`config.mk`:
```
export PLATFORM = sky130hd
export DESIGN_NAME = sram_ctl
export DESIGN_NICKNAME = d
export VERILOG_FILES = /design/src/rtl/sram_ctl_pkg.sv /design/src/rtl/sram_ctl_timer.sv /design/src/rtl/sram_ctl_seq.sv /design/src/rtl/sram_ctl_dpath.sv /design/src/rtl/sram_ctl.sv
export SDC_FILE = /design/constraint.sdc
export NUM_CORES = 1
export LEC_CHECK = 0
export ABC_CLOCK_PERIOD_IN_PS = 1300
export CAP_MARGIN = 0
export CORE_UTILIZATION = 55
export CTS_BUF_LIST = sky130_fd_sc_hd__clkbuf_8
export CTS_CLUSTER_DIAMETER = 40
export DETAILED_ROUTE_END_ITERATION = 8
export DONT_BUFFER_PORTS = 1
export HOLD_SLACK_MARGIN = 0.02
export PLACE_DENSITY = 0.69
export SLEW_MARGIN = 20
export SYNTH_ARGS = -nofsm -noshare
export SYNTH_HDL_FRONTEND = slang
export SYNTH_SLANG_ARGS = --single-unit
```
`constraint.sdc`:
```
create_clock -name clk -period 1.3 [get_ports clk]
set_input_delay 0.065 -clock clk [delete_from_list [all_inputs] [get_ports clk]]
set_output_delay 0.065 -clock clk [all_outputs]
set_load 0.02 [all_outputs]
```
`src/rtl/sram_ctl_pkg.sv`:
```
package sram_ctl_pkg;

  typedef enum logic [2:0] {
    ST_IDLE,
    ST_READ,
    ST_WSETUP,
    ST_WPULSE,
    ST_WHOLD
  } seq_state_t;

  function automatic int max_of4(input int a, input int b, input int c, input int d);
    int m;
    m = a;
    if (b > m) m = b;
    if (c > m) m = c;
    if (d > m) m = d;
    return m;
  endfunction

endpackage

```
`src/rtl/sram_ctl_timer.sv`:
```
module sram_ctl_timer #(
  parameter int CNT_W = 2
) (
  input  logic             clk,
  input  logic             rst_n,
  input  logic             load,
  input  logic [CNT_W-1:0] load_val,
  output logic             expired
);

  logic [CNT_W-1:0] cnt_q, cnt_d;

  always_comb begin
    cnt_d = cnt_q;
    if (load) begin
      cnt_d = load_val;
    end else if (cnt_q != '0) begin
      cnt_d = cnt_q - 1'b1;
    end
  end

  always_ff @(posedge clk or negedge rst_n) begin
    if (!rst_n) begin
      cnt_q <= '0;
    end else begin
      cnt_q <= cnt_d;
    end
  end

  assign expired = (cnt_q == '0);

endmodule

```
`src/rtl/sram_ctl_seq.sv`:
```
module sram_ctl_seq
  import sram_ctl_pkg::*;
#(
  parameter int ACC_CYC   = 3,
  parameter int SETUP_CYC = 1,
  parameter int PULSE_CYC = 2,
  parameter int HOLD_CYC  = 1,
  parameter int CNT_W     = 2
) (
  input  logic             clk,
  input  logic             rst_n,
  input  logic             req_valid,
  input  logic             req_write,
  input  logic             phase_expired,
  output logic             phase_load,
  output logic [CNT_W-1:0] phase_len,
  output logic             start,
  output logic             rd_done,
  output logic             wr_done,
  output logic             idle,
  output logic             cs_n,
  output logic             we_n
);

  localparam logic [CNT_W-1:0] ACC_LEN   = CNT_W'(ACC_CYC - 1);
  localparam logic [CNT_W-1:0] SETUP_LEN = CNT_W'(SETUP_CYC - 1);
  localparam logic [CNT_W-1:0] PULSE_LEN = CNT_W'(PULSE_CYC - 1);
  localparam logic [CNT_W-1:0] HOLD_LEN  = CNT_W'(HOLD_CYC - 1);

  seq_state_t state_q, state_d;
  logic       cs_n_q, cs_n_d;
  logic       we_n_q, we_n_d;

  always_comb begin
    state_d    = state_q;
    phase_load = 1'b0;
    phase_len  = '0;
    start      = 1'b0;
    rd_done    = 1'b0;
    wr_done    = 1'b0;
    case (state_q)
      ST_IDLE: begin
        if (req_valid) begin
          start      = 1'b1;
          phase_load = 1'b1;
          if (req_write) begin
            state_d   = ST_WSETUP;
            phase_len = SETUP_LEN;
          end else begin
            state_d   = ST_READ;
            phase_len = ACC_LEN;
          end
        end
      end
      ST_READ: begin
        if (phase_expired) begin
          state_d = ST_IDLE;
          rd_done = 1'b1;
        end
      end
      ST_WSETUP: begin
        if (phase_expired) begin
          state_d    = ST_WPULSE;
          phase_load = 1'b1;
          phase_len  = PULSE_LEN;
        end
      end
      ST_WPULSE: begin
        if (phase_expired) begin
          state_d    = ST_WHOLD;
          phase_load = 1'b1;
          phase_len  = HOLD_LEN;
        end
      end
      ST_WHOLD: begin
        if (phase_expired) begin
          state_d = ST_IDLE;
          wr_done = 1'b1;
        end
      end
      default: state_d = ST_IDLE;
    endcase
    cs_n_d = (state_d == ST_IDLE);
    we_n_d = (state_d != ST_WPULSE);
  end

  always_ff @(posedge clk or negedge rst_n) begin
    if (!rst_n) begin
      state_q <= ST_IDLE;
      cs_n_q  <= 1'b1;
      we_n_q  <= 1'b1;
    end else begin
      state_q <= state_d;
      cs_n_q  <= cs_n_d;
      we_n_q  <= we_n_d;
    end
  end

  assign idle = (state_q == ST_IDLE);
  assign cs_n = cs_n_q;
  assign we_n = we_n_q;

endmodule

```
`src/rtl/sram_ctl_dpath.sv`:
```
module sram_ctl_dpath #(
  parameter int ADDR_W = 16,
  parameter int DATA_W = 4
) (
  input  logic              clk,
  input  logic              rst_n,
  input  logic              start,
  input  logic              rd_done,
  input  logic              wr_done,
  input  logic [ADDR_W-1:0] req_addr,
  input  logic [DATA_W-1:0] req_wdata,
  input  logic              echo_mode,
  input  logic [DATA_W-1:0] mem_dout,
  input  logic              cs_n,
  input  logic              we_n,
  output logic [ADDR_W-1:0] addr,
  output logic [DATA_W-1:0] wdata,
  output logic [DATA_W-1:0] rd_data,
  output logic              rd_valid,
  output logic              ack,
  output logic              out_driven
);

  logic [ADDR_W-1:0] addr_q;
  logic [DATA_W-1:0] wdata_q;
  logic              mode_q;
  logic [DATA_W-1:0] rdata_q;
  logic              rvalid_q;
  logic              ack_q;

  always_ff @(posedge clk or negedge rst_n) begin
    if (!rst_n) begin
      addr_q  <= '0;
      wdata_q <= '0;
      mode_q  <= 1'b0;
    end else if (start) begin
      addr_q  <= req_addr;
      wdata_q <= req_wdata;
      mode_q  <= echo_mode;
    end
  end

  always_ff @(posedge clk or negedge rst_n) begin
    if (!rst_n) begin
      rdata_q <= '0;
    end else if (rd_done) begin
      rdata_q <= mem_dout;
    end
  end

  always_ff @(posedge clk or negedge rst_n) begin
    if (!rst_n) begin
      rvalid_q <= 1'b0;
      ack_q    <= 1'b0;
    end else begin
      rvalid_q <= rd_done;
      ack_q    <= rd_done | wr_done;
    end
  end

  assign addr       = addr_q;
  assign wdata      = wdata_q;
  assign rd_data    = rdata_q;
  assign rd_valid   = rvalid_q;
  assign ack        = ack_q;
  assign out_driven = ~cs_n & (we_n | mode_q);

endmodule

```
`src/rtl/sram_ctl.sv`:
```
module sram_ctl
  import sram_ctl_pkg::*;
#(
  parameter int ADDR_W    = 16,
  parameter int DATA_W    = 4,
  parameter int ACC_CYC   = 3,
  parameter int SETUP_CYC = 1,
  parameter int PULSE_CYC = 2,
  parameter int HOLD_CYC  = 1
) (
  input  logic              clk,
  input  logic              rst_n,
  input  logic              req_valid,
  input  logic              req_write,
  input  logic [ADDR_W-1:0] req_addr,
  input  logic [DATA_W-1:0] req_wdata,
  input  logic              echo_mode,
  output logic              req_ready,
  output logic              ack,
  output logic              rd_valid,
  output logic [DATA_W-1:0] rd_data,
  output logic [ADDR_W-1:0] mem_addr,
  output logic [DATA_W-1:0] mem_din,
  output logic              mem_cs_n,
  output logic              mem_we_n,
  input  logic [DATA_W-1:0] mem_dout,
  output logic              mem_out_driven
);

  localparam int MAX_CYC = max_of4(ACC_CYC, SETUP_CYC, PULSE_CYC, HOLD_CYC);
  localparam int CNT_W   = $clog2(MAX_CYC + 1);

  logic [1:0]       rst_pipe_q;
  logic             rst_sync_n;
  logic             phase_load;
  logic [CNT_W-1:0] phase_len;
  logic             phase_expired;
  logic             start;
  logic             rd_done;
  logic             wr_done;
  logic             idle;
  logic             cs_n;
  logic             we_n;

  always_ff @(posedge clk or negedge rst_n) begin
    if (!rst_n) begin
      rst_pipe_q <= 2'b00;
    end else begin
      rst_pipe_q <= {rst_pipe_q[0], 1'b1};
    end
  end
  assign rst_sync_n = rst_pipe_q[1];

  sram_ctl_timer #(.CNT_W(CNT_W)) u_timer (
    .clk      (clk),
    .rst_n    (rst_sync_n),
    .load     (phase_load),
    .load_val (phase_len),
    .expired  (phase_expired)
  );

  sram_ctl_seq #(
    .ACC_CYC   (ACC_CYC),
    .SETUP_CYC (SETUP_CYC),
    .PULSE_CYC (PULSE_CYC),
    .HOLD_CYC  (HOLD_CYC),
    .CNT_W     (CNT_W)
  ) u_seq (
    .clk           (clk),
    .rst_n         (rst_sync_n),
    .req_valid     (req_valid),
    .req_write     (req_write),
    .phase_expired (phase_expired),
    .phase_load    (phase_load),
    .phase_len     (phase_len),
    .start         (start),
    .rd_done       (rd_done),
    .wr_done       (wr_done),
    .idle          (idle),
    .cs_n          (cs_n),
    .we_n          (we_n)
  );

  sram_ctl_dpath #(.ADDR_W(ADDR_W), .DATA_W(DATA_W)) u_dpath (
    .clk        (clk),
    .rst_n      (rst_sync_n),
    .start      (start),
    .rd_done    (rd_done),
    .wr_done    (wr_done),
    .req_addr   (req_addr),
    .req_wdata  (req_wdata),
    .echo_mode  (echo_mode),
    .mem_dout   (mem_dout),
    .cs_n       (cs_n),
    .we_n       (we_n),
    .addr       (mem_addr),
    .wdata      (mem_din),
    .rd_data    (rd_data),
    .rd_valid   (rd_valid),
    .ack        (ack),
    .out_driven (mem_out_driven)
  );

  assign req_ready = idle;
  assign mem_cs_n  = cs_n;
  assign mem_we_n  = we_n;

endmodule

```
# Word level (Yosys, flattened, before mapping)
# Index checks and enable logic that the tools add are counted.
[word_totals] output_inout_bits=30 ff_bits=36 word_cells=46
[classes] mux=18 n_addsub=1 bitwise_logic=4 reduce_logical=7 eq_ne=5
[op_table] operator="$mux W3" count=4
[op_table] operator="$pmux W3 S4" count=1
[op_table] operator="$mux W2" count=5
[op_table] operator="$eq A3 B2 Y1 const B" count=2
[op_table] operator="$logic_not A3 Y1" count=2
[op_table] operator="$mux W1" count=6
[op_table] operator="$pmux W2 S2" count=1
[op_table] operator="$reduce_bool A2 Y1" count=2
[op_table] operator="$reduce_or A2 Y1" count=2
[op_table] operator="$eq A3 B1 Y1 const B" count=1
[op_table] operator="$eq A3 B3 Y1 const B" count=1
[op_table] operator="$ne A3 B2 Y1 const B" count=1
[op_table] operator="$logic_not A2 Y1" count=1
[op_table] operator="$or A1 B1 Y1" count=2
[op_table] operator="$pmux W1 S2" count=1
[op_table] operator="$sub A2 B1 Y2 const B" count=1
[op_table] operator="$and A1 B1 Y1" count=1
[op_table] operator="$not A1 Y1" count=1

# Longest topological paths before layout
# Gate-level depths: netlist (run 1).
[logic_depth] depth_word=4 mapped_depth=6 ltp_nobuf=5

# Hierarchy
# A second synthesis (run 1) with hierarchy kept.
[unflattened] hier_cells=108 hier_area_um2=1571.5
[by_module_without_submodules] mod="sram_ctl_dpath" area_each_um2=1071.0 cells_per_inst=56 seq_area_each_um2=675.6 n_inst=1
[by_module_without_submodules] mod="sram_ctl_seq" area_each_um2=332.8 cells_per_inst=37 seq_area_each_um2=127.6 n_inst=1
[by_module_without_submodules] mod="sram_ctl_timer" area_each_um2=113.9 cells_per_inst=12 seq_area_each_um2=50.0 n_inst=1
[by_module_without_submodules] mod="sram_ctl" area_each_um2=53.8 cells_per_inst=3 seq_area_each_um2=50.0 n_inst=1

# Worst setup path before layout (run 1)
# Ideal clock, no wire load.
[synth_timing] path_kind="register to register" start="reg u_seq.state_q[2]" end="reg u_dpath.addr_q[0] (netlist: u_dpath.addr[0])" t_arrival_ns=1.478 path_buffers=2 required_time_ns=1.175 stages_incl_launch_ff=5 path_slack_ns=-0.303 synth_period_minus_slack_ns=1.603 cell_sequence="dfrtp_1 -> buf_6 -> nor4b_4 -> buf_6 -> mux2_4"
[synth_via] elab_chain_len=2
[synth_lines] element="from (decl)" line_no="sram_ctl_seq.sv:30" text="seq_state_t state_q, state_d;"
[synth_lines] element="from (signal assigned)" line_no="sram_ctl_seq.sv:93" text="state_q <= state_d;"
[synth_lines] element="$logic_not A3 Y1" line_no="sram_ctl_seq.sv:41" text="case (state_q)"
[synth_lines] element="$mux W1" line_no="sram_ctl_seq.sv:41"
[synth_lines] element="to (signal assigned)" line_no="sram_ctl_dpath.sv:37" text="addr_q <= req_addr;"
[synth_lines] element="to (decl)" line_no="sram_ctl_dpath.sv:24" text="logic [ADDR_W-1:0] addr_q;"
# Every way passes these cells.
# A chain may end at the register's enable or synchronous reset.

# Final worst setup path (run 1)
[layout_timing] start="reg u_seq.state_q[2]" end="reg u_dpath.addr_q[12] (netlist: u_dpath.addr[12])"
# Same word-level chain as after synthesis.

==> impl_results.md, run 1 <==
- Worst Hold Class: input pin to register
- Xor and xnor area share after synthesis: 0.0115
- Area growth syn-to-layout: 43.0%
- Status: finished with violations
- Largest family of logic cells by synthesized area: multiplexers
- CP Launch Type: register
- Arr. time, crit path: 1.68 ns
- Routability cong.: 0.783
- CTS Buf Count: 5
- Failing checks: negative hold slack, negative setup slack
- Synth Register Bits: 36
- Sw Share: 0.380
- Final setup skew: 0.00543 ns
- Max frequency: 665 MHz
- Clock sinks: 36
- Reg power frac: 0.455
- Initial antenna violation count: 0
- GRT Util Overall: 0.231
- Setup slack, reg-to-reg: -0.20 ns
- Combinational share of power: 0.380
- Fin crit share: 1.16
- Count of pins over their slew limit: 0
- Synth Area in Adders: 0.00824
- DIE WIDTH: 54.6 um
- WS Path Type: register to register
- Worst EP required: 1.47 ns
- Worst Hold Path EP: u_seq.state_q[0]
- Syn_nets: 133
- Maximum VDD drop: 2.36 mV
- ANT cells: 0
- PortBufs: 0
- Mapped Cells: 103
- Nets: 178
- Setup Viol. Count Final: 28
- Grt total ovfl: 0
- DRC Markers: 0
- HPWL after DPL: 1890 um
- Core box area: 2540 sq um
- Synth top area share: 0.560
- DR pass1 iterations: 4
- Crit. End Element: register
- Yosys Warn Count: 0
- Power density of the placed cells: 2650 nW/um^2
- Largest cells by area after synthesis: dfrtp_1 56%, mux2_4 9.9%, mux2_2 5.9%, mux2_1 5.2%, dfstp_2 3.5%
- Clk buf depth: 2
- Critical R2R Launch: u_seq.state_q[2]
- Clock power share: 0.165
- EDFF count, synth: 0
- Worst-Skew Late Latency: 0.29 ns
- Die area: 2980 sq um
- Min cycle time layout: 1.50 ns
- Critical Path Fanout Max: 10
- Sequential cell area fraction in the yosys report: 0.595
- Pint: 3560 uW
- Fill count: 125
- Max Cap Viol: 0
- Hold Startpoint: req_valid
- Row Count: 18
- Drt wl/cell: 18.7 um
- Area leader, netlist: dfrtp_1
- Final core area utilization: 0.853
- Clk pin slew, worst setup/hold paths: 0.07 ns
- H-Tree Depth: 2
- Worst Hold Slack: -0.00217 ns
- Vias in the first global route: 1008
- Share of layout cells above drive strength 1: 0.403
- Hold path depth: 2
- CTS tree: built
- Net switching power: 2180 uW
- Synth Area in Simple Gates: 0.0741
- Synthesized area per cell: 14.7 sq um
- RSZ-0062 raised after global routing: true
- Starting Density: 0.597
- First-pass GRT wire length: 4510 um
- Leakage power: 0.000990 uW
- Reg2reg end: u_dpath.addr[12]
- Vias: 978
- Routed Antenna Nets: 0
- Proportion of synthesized area in mux cells: 0.217
- Worst setup margin: -0.204 ns
- CTS root buffer: clkbuf_8
- Ys async rst share: 1.00
- Final hold viol count: 1
- Syn Std Cell Area: 1520 sq um
- DR iter-0 viols: 16
- Top Ports: 59
- Mean number of vias per cell: 5.46
- Setup_tns: -4.94 ns
- Synth cell types: 32
- Largest net degree at the start of global routing: 21
- Worst r2r path cells: 4
- Post-synthesis compound-gate area fraction: 0.0486
- Die span in y: 54.6 um
- Top FF cell, synth: dfrtp_1
- Final wirelength: 3340 um
[cells in the mapped netlist (2+ instances only)]
cell type,n
dfrtp_1,34
mux2_1,7
nand2b_1,2
buf_6,3
dfstp_2,2
buf_2,2
nor3b_1,2
inv_1,4
mux2_4,10
nor2_1,5
nor3_1,2
o21ai_0,3
mux2_2,8
[worst max-delay path, stage by stage (launching register included)]
cell and delay, ns:
dfrtp_1 0.44, nor4b_4 0.31, buf_6 0.17, buf_12 0.15
mux2_4 0.31
[logic make-up (layout without fill, tap and decap cells)]
logic type | Yosys count | in the layout
multiplexers | 26 | 26
other | 1 | 1
flip-flops | 36 | 36
AND/OR/NAND/NOR | 17 | 17
buffers and inverters | 10 | 56
XOR/XNOR | 2 | 2
AO/OA/AOI/OAI | 10 | 10
adder cells (fa/ha/maj) | 1 | 1
[area by class of cell]
cell class	count	area, sq um	share of cell area
repair buffers	44	460	0.212
multi-input cells	57	648	0.298
clock buffers	5	68.8	0.0317
well taps	30	37.5	0.0173
inverters	4	15.0	0.00691
clock inverters	3	38.8	0.0179
flip-flops and latches	36	903	0.416
[repair_timing]
| action | 4_1_cts | 5_1_grt |
|---|---|---|
| buffers inserted | 2 | 2 |
| endpoints found under the hold margin | 30 | 0 |
| gates resized for setup | 10 | 9 |
| hold buffers | 29 | 0 |
| pin swaps | 0 | 5 |
| cloned | 0 | 2 |
| setup endpoints to repair | 29 | 32 |
[worst max-delay path by stage]
| stage | slack, ns | startpoint | cells past startpoint | end |
|---|---|---|---|---|
| after global placement | -0.11 | u_timer.cnt_q[0] | 6 | u_dpath.rd_data[2] |
| after global routing | -0.23 | u_seq.state_q[2] | 4 | u_dpath.addr[7] |
| after detailed placement | -0.14 | u_seq.state_q[1] | 3 | u_dpath.addr[1] |
| after floorplan | -0.30 | u_seq.state_q[1] | 4 | u_dpath.addr[0] |
| after CTS | -0.16 | u_seq.state_q[2] | 3 | u_dpath.addr[12] |
| final | -0.20 | u_seq.state_q[2] | 4 | u_dpath.addr[12] |
[sequential cells by signal, summed over array words and instances, names as in the netlist]
register	cells
rst_pipe_q	2
u_seq.state_q	3
u_dpath.ack	1
u_dpath.rd_data	4
u_seq.cs_n	1
u_dpath.mode_q	1
u_dpath.rd_valid	1
u_timer.cnt_q	2
u_dpath.addr	16
u_dpath.wdata	4
u_seq.we_n	1
[power by group through the flow]
stage / Clock (uW) / Combinational [uW] / Sequential, uW
floorplan: 0 / 1490 / 2470
global placement: 0 / 1690 / 2580
finish: 946 / 2190 / 2610
global route: 999 / 2340 / 2670
detailed placement: 0 / 1740 / 2610
CTS: 955 / 1970 / 2600
[placed cells by master, fill, tap and decap left out, types with 2 or more instances in the layout]
cell / count
dfstp_2: 2
buf_4: 8
nand2b_1: 2
buf_12: 2
clkbuf_8: 5
dfrtp_1: 34
mux2_4: 25
inv_1: 5
nor3b_2: 2
o21ai_0: 2
nor2_1: 4
nor3_2: 2
dlygate4sd3_1: 29
buf_6: 4
[routing by layer]
metal	track usage	vias up	share of wire
li1	-	440	-
met1	0.260	500	0.39
met2	0.398	34	0.55
met3	0.0806	4	0.048
met4	0.0897	0	0.011
met5	0	-	0
[stage by stage]
step / setup WS [ns] / cell area, sq um / total power (uW) / cells
floorplan: -0.299 / 1550 / 3960 / 103
global placement: -0.113 / 1640 / 4270 / 138
detailed placement: -0.143 / 1640 / 4340 / 138
CTS: -0.160 / 2090 / 5520 / 177
global route: -0.227 / 2170 / 6020 / 179
finish: -0.204 / 2170 / 5750 / 179
No activity file was read; power rests on OpenSTA's default activity.
==> run 2: changes to the inputs <==
--- a/config.mk
+++ b/config.mk
@@ -13,6 +13,7 @@
 export DETAILED_ROUTE_END_ITERATION = 8
 export DONT_BUFFER_PORTS = 1
 export HOLD_SLACK_MARGIN = 0.02
+export MAX_ROUTING_LAYER = met4
 export PLACE_DENSITY = 0.69
 export SLEW_MARGIN = 20
 export SYNTH_ARGS = -nofsm -noshare
==> run 2 against run 1 <==
Against the previous run: the run still ends with negative hold slack, negative setup slack left; flip-flop and latch count stayed put; via count increased by 0.20%; die area stayed put; clock power is essentially flat; critical path type unchanged; largest power group unchanged.
==> impl_results.md, run 2 (synthesis gave the netlist of run 1 again) <==
- Worst setup margin: -0.203 ns (was -0.204 ns)
- Min cycle time layout: 1.50 ns (about the same)
- Failing checks: negative hold slack, negative setup slack (unchanged)
- CP Launch Type: register (unchanged)
- DIE WIDTH: 54.6 um (unchanged)
- Dpl cell area: 1640 sq um (unchanged)
- Worst Hold Class: input pin to register (unchanged)
- Drt wl/cell: 18.6 um (was 18.7 um)
- Worst Hold Slack: -0.000874 ns (was -0.00217 ns)
- DR pass1 iterations: 3 (was 4)
- Power density of the placed cells: 2640 nW/um^2 (was 2650 nW/um^2)
- First-pass GRT wire length: 4510 um (about the same)
- Core box area: 2540 sq um (unchanged)
- GRT Util Overall: 0.238 (was 0.231)
- CTS tree: built (unchanged)
- HPWL after DPL: 1890 um (unchanged)
- Fin crit share: 1.16 (about the same)
- Share of layout cells above drive strength 1: 0.403 (unchanged)
- Maximum VDD drop: 2.36 mV (about the same)
- Hold path depth: 2 (unchanged)
- H-Tree Depth: 2 (unchanged)
- Row Count: 18 (unchanged)
- CTS root buffer: clkbuf_8 (unchanged)
- Crit. End Element: register (unchanged)
- Critical Path Fanout Max: 10 (unchanged)
- Max Cap Viol: 0 (unchanged)
- Setup Viol. Count Final: 28 (unchanged)
- Final setup skew: 0.00552 ns (was 0.00543 ns)
- DR iter-0 viols: 16 (unchanged)
- Final core area utilization: 0.853 (unchanged)
- ANT cells: 0 (unchanged)
- Count of pins over their slew limit: 0 (unchanged)
- Commonest non-fill, non-tap cell in the layout: dfrtp_1 (unchanged)
- Vias in the first global route: 1006 (was 1008)
- Area growth syn-to-layout: 43.0% (unchanged)
- Final hold viol count: 1 (unchanged)
- Most frequent cells in the layout: 34 x dfrtp_1, 29 x dlygate4sd3_1, 25 x mux2_4 (unchanged)
- Max frequency: 665 MHz (about the same)
- Vias: 980 (was 978)
- Die area: 2980 sq um (unchanged)
- Final wirelength: 3340 um (about the same)
- Clock sinks: 36 (unchanged)
- Power, Total: 5740 uW (was 5750 uW)
- DRC Markers: 0 (unchanged)
- Status: finished with violations (unchanged)
- Routability cong.: 0.794 (was 0.783)
- Largest net degree at the start of global routing: 21 (unchanged)
- Leakage power: 0.000990 uW (unchanged)
- Die span in y: 54.6 um (unchanged)
- Sequential Area: 903 sq um (unchanged)
- Non-Filler Instances: 179 (unchanged)
- CTS Buf Count: 5 (unchanged)
- Placed Cells: 138 (unchanged)
- Footprint of the multi-input gates: 648 sq um (unchanged)
- Starting Density: 0.597 (unchanged)
- PortBufs: 0 (unchanged)
- Max reg flops: 16 (unchanged)
- Nets: 178 (unchanged)
- Worst r2r path cells: 4 (unchanged)
- Clk pin slew, worst setup/hold paths: 0.07 ns (about the same)
- Clk buf depth: 2 (unchanged)
- WS Path Type: register to register (unchanged)
- Top Ports: 59 (unchanged)
- Fill count: 125 (unchanged)
- Routed Antenna Nets: 0 (unchanged)
- Initial antenna violation count: 0 (unchanged)
- Mean number of vias per cell: 5.47 (was 5.46)
- Arr. time, crit path: 1.67 ns (was 1.68 ns)
- Fin area: 2170 sq um (unchanged)
- Worst EP required: 1.47 ns (about the same)
- Grt total ovfl: 0 (unchanged)
- Worst-Skew Late Latency: 0.29 ns (about the same)
- RSZ-0062 raised after global routing: true (unchanged)
==> run 2: cell counts in the layout (fill, tap and decap cells not counted) <==
No cell type changed its count.
==> run 2: what timing repair did <==
action                                  4_1_cts  5_1_grt
pin swaps                                     0        5
buffers inserted                              2        2
resized for setup                            10        9
hold buffers                                 29        0
cloned                                        0        2
endpoints found under the setup margin       29       32
hold endpoints to repair                     30        0
==> run 2: cell type report <==
type | instances | share of cell area
sequential | 36 | 0.416
multi-input combinational | 57 | 0.298
timing repair buffer | 44 | 0.212
clock buffer | 5 | 0.0317
clock inverter | 3 | 0.0179
tap | 30 | 0.0173
inverter | 4 | 0.00691
==> run 2: per-stage QoR <==
stage | TNS [ns] | setup slack [ns]
after floorplan | -6.88 | -0.299
after global placement | -2.55 | -0.113
after detailed placement | -3.43 | -0.143
after CTS | -3.81 | -0.160
after global routing | -5.73 | -0.227
final | -4.92 | -0.203
==> run 2: path summary, 6_finish.rpt <==
| check | start | end | slack [ns] |
|---|---|---|---|
| min | req_valid | u_seq.state_q[0] | -0.0009 |
| min reg2reg | rst_pipe_q[1] | u_dpath.wdata[0] | 0.06 |
| max | u_seq.state_q[2] | u_dpath.addr[12] | -0.20 |
| min in group asynchronous | rst_pipe_q[1] | u_dpath.wdata[0] | 0.06 |
| max in group asynchronous | rst_n | rst_pipe_q[1] | 0.63 |
| max reg2reg | u_seq.state_q[2] | u_dpath.addr[12] | -0.20 |
==> run 2: power by group <==
group	internal (uW)	switching, uW
Sequential	1670	943
Clock	561	383
Combinational	1330	852
Total	3560	2180
==> run 2: layer usage <==
metal  part of all wire  GRT usage  wire length [um]  vias up
met2               0.55      0.394              1820       36
met3              0.052     0.0806               172        5
li1                   -          -                 -      440
met5                  0          -                 0        -
met1               0.39      0.265              1310      499
met4              0.011     0.0897                36        0
==> run 2: critical path, cell delays in order, from the launching register on <==
cell and delay [ns]:
dfrtp_1 0.44, nor4b_4 0.31, buf_6 0.17, buf_12 0.15, mux2_4 0.31
